## config.mk

```make
export PLATFORM = sky130hd
export DESIGN_NAME = mdio_master
export DESIGN_NICKNAME = d
export VERILOG_FILES = /design/src/rtl/mdio_pkg.sv /design/src/rtl/mdio_rst_sync.sv /design/src/rtl/mdio_clkgen.sv /design/src/rtl/mdio_frame_engine.sv /design/src/rtl/mdio_host_regs.sv /design/src/rtl/mdio_master.sv
export SDC_FILE = /design/constraint.sdc
export NUM_CORES = 1
export LEC_CHECK = 0
export BUFFER_PORTS_ARGS = -buffer_cell sky130_fd_sc_hd__buf_2
export CAP_MARGIN = 20
export CORE_UTILIZATION = 51
export CTS_BUF_LIST = sky130_fd_sc_hd__clkbuf_16
export DETAILED_ROUTE_END_ITERATION = 7
export HOLD_SLACK_MARGIN = 0.1
export PLACE_DENSITY = 0.76
export REMOVE_ABC_BUFFERS = 1
export SYNTH_ARGS = -nofsm -noshare
export SYNTH_HDL_FRONTEND = slang
export SYNTH_SLANG_ARGS = --single-unit
```

## constraint.sdc

```tcl
create_clock -name clk -period 3.3 [get_ports clk]
set_clock_uncertainty 0.1 [all_clocks]
set_input_delay 0.33 -clock clk [delete_from_list [all_inputs] [get_ports clk]]
set_output_delay 0.33 -clock clk [all_outputs]
set_load 0.05 [all_outputs]
```

## src/rtl/mdio_pkg.sv

```systemverilog
package mdio_pkg;
  localparam int HOST_AW = 2;
  localparam int HOST_DW = 32;

  typedef enum logic [HOST_AW-1:0] {
    REG_CMD    = 2'd0,
    REG_EVENT  = 2'd1,
    REG_DIVIDE = 2'd2,
    REG_STATUS = 2'd3
  } host_reg_e;

  localparam logic [1:0] OPC_READ  = 2'b10;
  localparam logic [1:0] OPC_WRITE = 2'b01;
endpackage

```

## src/rtl/mdio_rst_sync.sv

```systemverilog
module mdio_rst_sync #(
  parameter int STAGES = 2
) (
  input  logic clk,
  input  logic rst_n,
  output logic rst_sync_n
);
  logic [STAGES-1:0] sync_q;

  always_ff @(posedge clk or negedge rst_n) begin
    if (!rst_n) sync_q <= '0;
    else        sync_q <= {sync_q[STAGES-2:0], 1'b1};
  end

  assign rst_sync_n = sync_q[STAGES-1];
endmodule

```

## src/rtl/mdio_clkgen.sv

```systemverilog
module mdio_clkgen #(
  parameter int DIV_W = 6
) (
  input  logic             clk,
  input  logic             rst_n,
  input  logic             run,
  input  logic [DIV_W-1:0] div,
  output logic             mdc,
  output logic             rise_stb,
  output logic             fall_stb
);
  logic [DIV_W-1:0] cnt_q, cnt_d;
  logic             mdc_q, mdc_d;
  logic             active, wrap;

  always_comb begin
    active   = run && (div != '0);
    wrap     = active && (cnt_q == div - 1'b1);
    rise_stb = wrap && !mdc_q;
    fall_stb = wrap && mdc_q;
    cnt_d    = cnt_q;
    mdc_d    = mdc_q;
    if (!active) begin
      cnt_d = '0;
      mdc_d = 1'b0;
    end else if (wrap) begin
      cnt_d = '0;
      mdc_d = !mdc_q;
    end else begin
      cnt_d = cnt_q + 1'b1;
    end
  end

  always_ff @(posedge clk or negedge rst_n) begin
    if (!rst_n) begin
      cnt_q <= '0;
      mdc_q <= 1'b0;
    end else begin
      cnt_q <= cnt_d;
      mdc_q <= mdc_d;
    end
  end

  assign mdc = mdc_q;

  // a zero divider freezes the management clock low
  assert_mdc_hold_R8: assert property (@(posedge clk) disable iff (!rst_n)
    (div == '0) |=> !mdc_q);
endmodule

```

## src/rtl/mdio_frame_engine.sv

```systemverilog
module mdio_frame_engine
  import mdio_pkg::*;
#(
  parameter int PRE_LEN = 32,
  parameter int CMD_W   = 32,
  parameter int DATA_W  = 16
) (
  input  logic              clk,
  input  logic              rst_n,
  input  logic              start,
  input  logic [CMD_W-1:0]  cmd,
  input  logic              rise_stb,
  input  logic              fall_stb,
  input  logic              mdio_i,
  output logic              busy,
  output logic              done,
  output logic              done_rd,
  output logic [DATA_W-1:0] rdata,
  output logic              mdio_o,
  output logic              mdio_oe
);
  localparam int IDX_W = $clog2(PRE_LEN + CMD_W);
  localparam int SEL_W = $clog2(CMD_W);
  localparam logic [IDX_W-1:0] LAST_POS = IDX_W'(PRE_LEN + CMD_W - 1);
  localparam logic [IDX_W-1:0] TA_POS   = IDX_W'(PRE_LEN + CMD_W - DATA_W - 2);
  localparam logic [IDX_W-1:0] DAT_POS  = IDX_W'(PRE_LEN + CMD_W - DATA_W);
  localparam logic [IDX_W-1:0] CMD_POS  = IDX_W'(PRE_LEN);

  logic              busy_q, busy_d;
  logic [IDX_W-1:0]  idx_q, idx_d, nidx, off;
  logic [CMD_W-1:0]  sh_q, sh_d;
  logic              rd_q, rd_d;
  logic [DATA_W-1:0] rdat_q, rdat_d;
  logic              o_q, o_d, oe_q, oe_d;
  logic [SEL_W-1:0]  sel;

  always_comb begin
    busy_d = busy_q;
    idx_d  = idx_q;
    sh_d   = sh_q;
    rd_d   = rd_q;
    rdat_d = rdat_q;
    o_d    = o_q;
    oe_d   = oe_q;
    done   = 1'b0;
    nidx   = idx_q + 1'b1;
    off    = nidx - CMD_POS;
    sel    = SEL_W'(CMD_W - 1) - off[SEL_W-1:0];
    if (start && !busy_q) begin
      busy_d = 1'b1;
      idx_d  = '0;
      sh_d   = cmd;
      rd_d   = (cmd[CMD_W-3 -: 2] == OPC_READ);
      o_d    = 1'b1;
      oe_d   = 1'b1;
    end else if (busy_q) begin
      if (rise_stb && rd_q && (idx_q >= DAT_POS)) begin
        rdat_d = {rdat_q[DATA_W-2:0], mdio_i};
      end
      if (fall_stb) begin
        if (idx_q == LAST_POS) begin
          done   = 1'b1;
          busy_d = 1'b0;
          o_d    = 1'b1;
          oe_d   = 1'b0;
        end else begin
          idx_d = nidx;
          o_d   = (nidx < CMD_POS) ? 1'b1 : sh_q[sel];
          oe_d  = !(rd_q && (nidx >= TA_POS));
        end
      end
    end
  end

  always_ff @(posedge clk or negedge rst_n) begin
    if (!rst_n) begin
      busy_q <= 1'b0;
      idx_q  <= '0;
      sh_q   <= '0;
      rd_q   <= 1'b0;
      rdat_q <= '0;
      o_q    <= 1'b1;
      oe_q   <= 1'b0;
    end else begin
      busy_q <= busy_d;
      idx_q  <= idx_d;
      sh_q   <= sh_d;
      rd_q   <= rd_d;
      rdat_q <= rdat_d;
      o_q    <= o_d;
      oe_q   <= oe_d;
    end
  end

  assign busy    = busy_q;
  assign done_rd = done && rd_q;
  assign rdata   = rdat_q;
  assign mdio_o  = o_q;
  assign mdio_oe = oe_q;

  // data moves only at a falling MDC edge while a frame runs
  assert_mdio_on_fall_R3: assert property (@(posedge clk) disable iff (!rst_n)
    (busy_q && !fall_stb) |=> $stable(o_q));

  // a rising MDC edge never disturbs the bus direction or data
  assert_rise_quiet_R5: assert property (@(posedge clk) disable iff (!rst_n)
    rise_stb |=> ($stable(oe_q) && $stable(o_q)));

  // write frames keep the line driven for their whole length
  assert_write_drives_R4: assert property (@(posedge clk) disable iff (!rst_n)
    (busy_q && !rd_q) |-> oe_q);
endmodule

```

## src/rtl/mdio_host_regs.sv

```systemverilog
module mdio_host_regs
  import mdio_pkg::*;
#(
  parameter int DIV_W  = 6,
  parameter int DATA_W = 16
) (
  input  logic               clk,
  input  logic               rst_n,
  input  logic               we,
  input  logic [HOST_AW-1:0] waddr,
  input  logic [HOST_DW-1:0] wdata,
  input  logic [HOST_AW-1:0] raddr,
  output logic [HOST_DW-1:0] rdata,
  input  logic               busy,
  input  logic               done,
  input  logic               done_rd,
  input  logic [DATA_W-1:0]  rd_result,
  output logic               cmd_start,
  output logic [HOST_DW-1:0] cmd_word,
  output logic [DIV_W-1:0]   div
);
  logic [HOST_DW-1:0] word_q, word_d;
  logic               evt_q, evt_d;
  logic [DIV_W-1:0]   div_q, div_d;
  logic               cmd_we, evt_we, div_we;

  always_comb begin
    cmd_we    = we && (waddr == REG_CMD);
    evt_we    = we && (waddr == REG_EVENT);
    div_we    = we && (waddr == REG_DIVIDE);
    cmd_start = cmd_we && !busy;
    word_d    = word_q;
    evt_d     = evt_q;
    div_d     = div_q;
    if (cmd_start)
      word_d = wdata;
    else if (done_rd)
      word_d = {word_q[HOST_DW-1:DATA_W], rd_result};
    if (done)
      evt_d = 1'b1;
    else if (evt_we && wdata[0])
      evt_d = 1'b0;
    if (div_we)
      div_d = wdata[DIV_W:1];
  end

  always_ff @(posedge clk or negedge rst_n) begin
    if (!rst_n) begin
      word_q <= '0;
      evt_q  <= 1'b0;
      div_q  <= '0;
    end else begin
      word_q <= word_d;
      evt_q  <= evt_d;
      div_q  <= div_d;
    end
  end

  always_comb begin
    unique case (host_reg_e'(raddr))
      REG_CMD:    rdata = word_q;
      REG_EVENT:  rdata = {{(HOST_DW-1){1'b0}}, evt_q};
      REG_DIVIDE: rdata = {{(HOST_DW-DIV_W-1){1'b0}}, div_q, 1'b0};
      default:    rdata = {{(HOST_DW-1){1'b0}}, busy};
    endcase
  end

  assign cmd_word = wdata;
  assign div      = div_q;

  // completion flag appears exactly when the engine goes idle
  assert_event_on_done_R6: assert property (@(posedge clk) disable iff (!rst_n)
    $rose(evt_q) |-> $fell(busy));

  // a command arriving mid-transaction leaves the register alone
  assert_cmd_hold_R9: assert property (@(posedge clk) disable iff (!rst_n)
    (busy && cmd_we && !done) |=> $stable(word_q));
endmodule

```

## src/rtl/mdio_master.sv

```systemverilog
module mdio_master
  import mdio_pkg::*;
#(
  parameter int DIV_W   = 6,
  parameter int PRE_LEN = 32,
  parameter int DATA_W  = 16
) (
  input  logic               clk,
  input  logic               rst_n,
  input  logic               host_we,
  input  logic [HOST_AW-1:0] host_waddr,
  input  logic [HOST_DW-1:0] host_wdata,
  input  logic [HOST_AW-1:0] host_raddr,
  output logic [HOST_DW-1:0] host_rdata,
  output logic               mdc,
  output logic               mdio_o,
  output logic               mdio_oe,
  input  logic               mdio_i
);
  logic               rst_ns;
  logic               busy, done, done_rd, start;
  logic               rise_stb, fall_stb;
  logic [DATA_W-1:0]  rd_result;
  logic [HOST_DW-1:0] cmd_word;
  logic [DIV_W-1:0]   div;

  mdio_rst_sync #(.STAGES(2)) u_rst (
    .clk(clk), .rst_n(rst_n), .rst_sync_n(rst_ns)
  );

  mdio_host_regs #(.DIV_W(DIV_W), .DATA_W(DATA_W)) u_regs (
    .clk(clk), .rst_n(rst_ns),
    .we(host_we), .waddr(host_waddr), .wdata(host_wdata),
    .raddr(host_raddr), .rdata(host_rdata),
    .busy(busy), .done(done), .done_rd(done_rd), .rd_result(rd_result),
    .cmd_start(start), .cmd_word(cmd_word), .div(div)
  );

  mdio_clkgen #(.DIV_W(DIV_W)) u_clk (
    .clk(clk), .rst_n(rst_ns), .run(busy), .div(div),
    .mdc(mdc), .rise_stb(rise_stb), .fall_stb(fall_stb)
  );

  mdio_frame_engine #(.PRE_LEN(PRE_LEN), .CMD_W(HOST_DW), .DATA_W(DATA_W)) u_eng (
    .clk(clk), .rst_n(rst_ns), .start(start), .cmd(cmd_word),
    .rise_stb(rise_stb), .fall_stb(fall_stb), .mdio_i(mdio_i),
    .busy(busy), .done(done), .done_rd(done_rd), .rdata(rd_result),
    .mdio_o(mdio_o), .mdio_oe(mdio_oe)
  );
endmodule

```

==> metrics.md <==
| Metric | Value |
|---|---|
| Outcome | `finished, final reports clean` |
| DR WL/cell | `roughly 15 um` |
| Ys flop type | `dfrtp_1` |
| Synth area leader | `dfrtp_1` |
| Unique masters post-synth | `51` |
| Simple-gate area share of the yosys netlist | `0.203` |
| LEAKAGE | `approximately 3 nW` |
| Reg2reg start | `u_regs.div[0]` |
| Worst setup path start | `u_regs.div[0]` |
| Max Cap Viol | `0` |
| Num Clock Sinks | `between 100 and 150` |
| Mux cell area share after synthesis | `0.127` |
| Final nets | `~590` |
| Post-Synth XOR/XNOR Area | `0.0266` |
| Top-count cell post-synth | `nand2_1` |
| Total gr overflow | `0` |
| DRC viols | `0` |
| Synth top area cells | `dfrtp_1 53%, nand2_1 9.0%, mux2_2 5.5%, and2_1 4.2%, mux2i_1 4.1%` |
| Initial antenna violation count | `0` |
| Slew margin rel. | `0.397` |
| Maximum clock frequency | `around 360 MHz` |
| R2R Setup Slk | `0.52 ns` |
| Largest net degree at the start of global routing | `between 80 and 90` |
| CP Class | `register to register` |
| Commonest cells post-synth | `119 x nand2_1, 105 x dfrtp_1, 33 x and2_1` |
| Finished Cell Area | `approximately 5800 um2` |
| I/O pins | `75` |
| Worst Setup Start Kind | `register` |
| Delay-heaviest family, CP | `simple AND/OR/NAND/NOR gates` |
| Complex-gate fraction of the synthesized area | `0.0702` |
| WL final | `10200 um` |
| Chip Height | `around 100 um` |
| # rows | `35` |
| CTS resizes | `0` |
| Asr flop ratio synth | `1.00` |
| TritonCTS buffer count | `9` |
| Buffers on Ports | `74` |
| GPL Wtd Cong | `a little over 0.8` |
| Slowest stage delay, CP | `0.51 ns` |
| #FFs+latches synth | `approximately 110` |
| Vias in the first global route | `3499` |
| Worst-path maximum fanout | `16` |
| CP Capture Type | `register` |
| Worst-path clk slew | `0.07 ns` |
| Setup bufs post-CTS | `0` |
| Placed Area | `5450 um2` |
| Crit path DAT | `about 2.9 ns` |
| Post-placement cell count | `653` |
| Buf/Inv on CP | `2` |
| Cell count along the critical path | `9` |
| First-pass GRT wire length | `around 17000 um` |
| CTS tree | `done` |
| Initial Util | `0.529` |
| VDD IR max | `~0.00031 V` |
| Min cycle time layout | `around 2.8 ns` |
| Worst hold margin | `between 0.09 and 0.1 ns` |
| P per Cell Area | `between 500 and 600 nW/um2` |
| Final cell count without fillers | `677` |
| Area growth syn-to-layout | `17.5%` |
| Worst min path class | `register to async pin` |
| Reg2reg end | `u_eng.rdata[14]` |
| Worst skew pair latency | `roughly 0.34 ns` |
| Register area share after synthesis | `0.538` |
| Tcrit/Tclk final | `0.841` |
| N_diodes | `0` |
| Worst path cell trace | `inv_1, ha_1, and2_1, o21a_1, o31a_1, nor4_1, nor3b_2, buf_4, mux2_2` |
| Total number of vias | `~3600` |
| CP max-delay cell | `dfrtp_1` |
| Share of layout cells above drive strength 1 | `0.254` |
| Mapped Area | `approximately 4900 um2` |
| Worst slew pin tran | `between 0.9 and 1 ns` |
| Synth Instances | `464` |
| Synthesized-area fraction occupied by adder cells | `0.0101` |
| Synth warn | `0` |
| Floorplan core area | `a little over 9000 um2` |
| DP Wirelength | `~7100 um` |
| Avg Synthesized Cell Area | `between 10 and 15 um2` |
| First-pass detailed-route iteration total | `4` |
| RSZ-0062 raised after global routing | `no` |
| Max Transition Viols Final | `0` |
| GRT Overall Usage | `0.221` |
| Worst Setup EP | `u_eng.rdata[14]` |
| R2R depth | `9` |
| Root buf cell | `clkbuf_16` |
| Via density | `5.30` |
| Area share of the largest cell type after synthesis | `0.532` |
| Die Wd | `about 100 um` |
| H-tree depth | `3` |
| Initial DRC count | `183` |
| Clock buffer depth | `2` |
| Fin. Hold Viols | `0` |
| CP required | `3.42 ns` |
| Number of synthesized flops with an enable pin | `0` |
| DIE AREA | `roughly 10000 um2` |
| Final setup violation count | `0` |
| Antenna-violating nets left | `0` |
| Largest family of logic cells by synthesized area | `simple AND/OR/NAND/NOR gates` |
==> stage by stage <==
stage | power [W] | util | TNS, ns | setup slack [ns]
floorplan | 0.00210 | - | -1.38 | -0.367
global placement | 0.00228 | 0.584 | 0 | 0.647
detailed placement | 0.00230 | 0.584 | 0 | 0.539
CTS | 0.00329 | 0.622 | 0 | 0.511
global route | 0.00342 | 0.622 | 0 | 0.331
finish | 0.00326 | 0.622 | 0 | 0.524
==> state kept, by name, summed over array words and instances (netlist names), 2 cells and up <==
name           flops
u_eng.sh_q        32
u_regs.word_q     32
u_eng.rdata       16
u_clk.cnt_q        6
u_eng.idx_q        6
u_regs.div         6
u_rst.sync_q       2
==> how the worst min path moves through the flow <==
stage,cells after the start,end,slack [ns],startpoint
6_report,0,u_regs.word_q[11],0.09,u_rst.sync_q[1]
2_1_floorplan,0,u_rst.sync_q[0],-0.07,rst_n
3_3_place_gp,1,u_rst.sync_q[0],0.01,rst_n
5_1_grt,3,u_regs.word_q[19],0.11,host_wdata[19]
3_5_place_dp,1,u_rst.sync_q[0],0.02,rst_n
4_1_cts,0,u_regs.word_q[11],0.10,u_rst.sync_q[1]
==> timing repair <==
item	in CTS	in global routing
endpoints found under the setup margin	0	0
hold buffers	8	0
hold endpoints to repair	9	0
==> placed cells by master, fill, tap and decap left out, drive strengths merged, types with 4 or more instances in the layout <==
cell,count
ha,4
o21ai,15
xnor2,6
and2,34
xor2,9
inv,5
a221o,7
dlygate4sd3,8
clkinv,4
mux2i,20
a21o,7
nor3,5
buf,83
dfrtp,105
nand3,13
nand2,119
mux4,7
clkbuf,9
nor2,22
mux2,24
==> final cells by class <==
class | instances | area (um2)
Inverter | 4 | 15.0
Tap cell | 129 | 161
Multi-Input combinational cell | 331 | 2170
Fill cell | 795 | 3530
Clock inverter | 7 | 45.0
Clock buffer | 9 | 225
Timing Repair Buffer | 91 | 531
Sequential cell | 106 | 2660
==> per-layer routing <==
layer  part of all wire  GRT usage  up-vias
li1                   -          -     1735
met1               0.46      0.307     1749
met2               0.48      0.352       91
met3              0.043     0.0411       14
met4              0.015     0.0769        0
met5                  0          0        -
==> power breakdown <==
part	leakage [nW]	total (W)	internal, W	switching, W
Clock	0.127	0.000978	0.000509	0.000469
Combinational	1.59	0.000756	0.000325	0.000431
Sequential	1.36	0.00152	0.00141	0.000118
Total	3.09	0.00326	0.00224	0.00102
==> cells by family after synthesis <==
| kind of cell | Yosys count |
|---|---|
| DFF | 106 |
| adders and majority gates | 4 |
| other | 1 |
| xor gates and xnor gates | 15 |
| AOI/OAI and AO/OA | 47 |
| buffers and inverters | 27 |
| and+or+nand+nor | 213 |
| muxes | 51 |
Note: power is estimated with default switching activity, not from simulation.
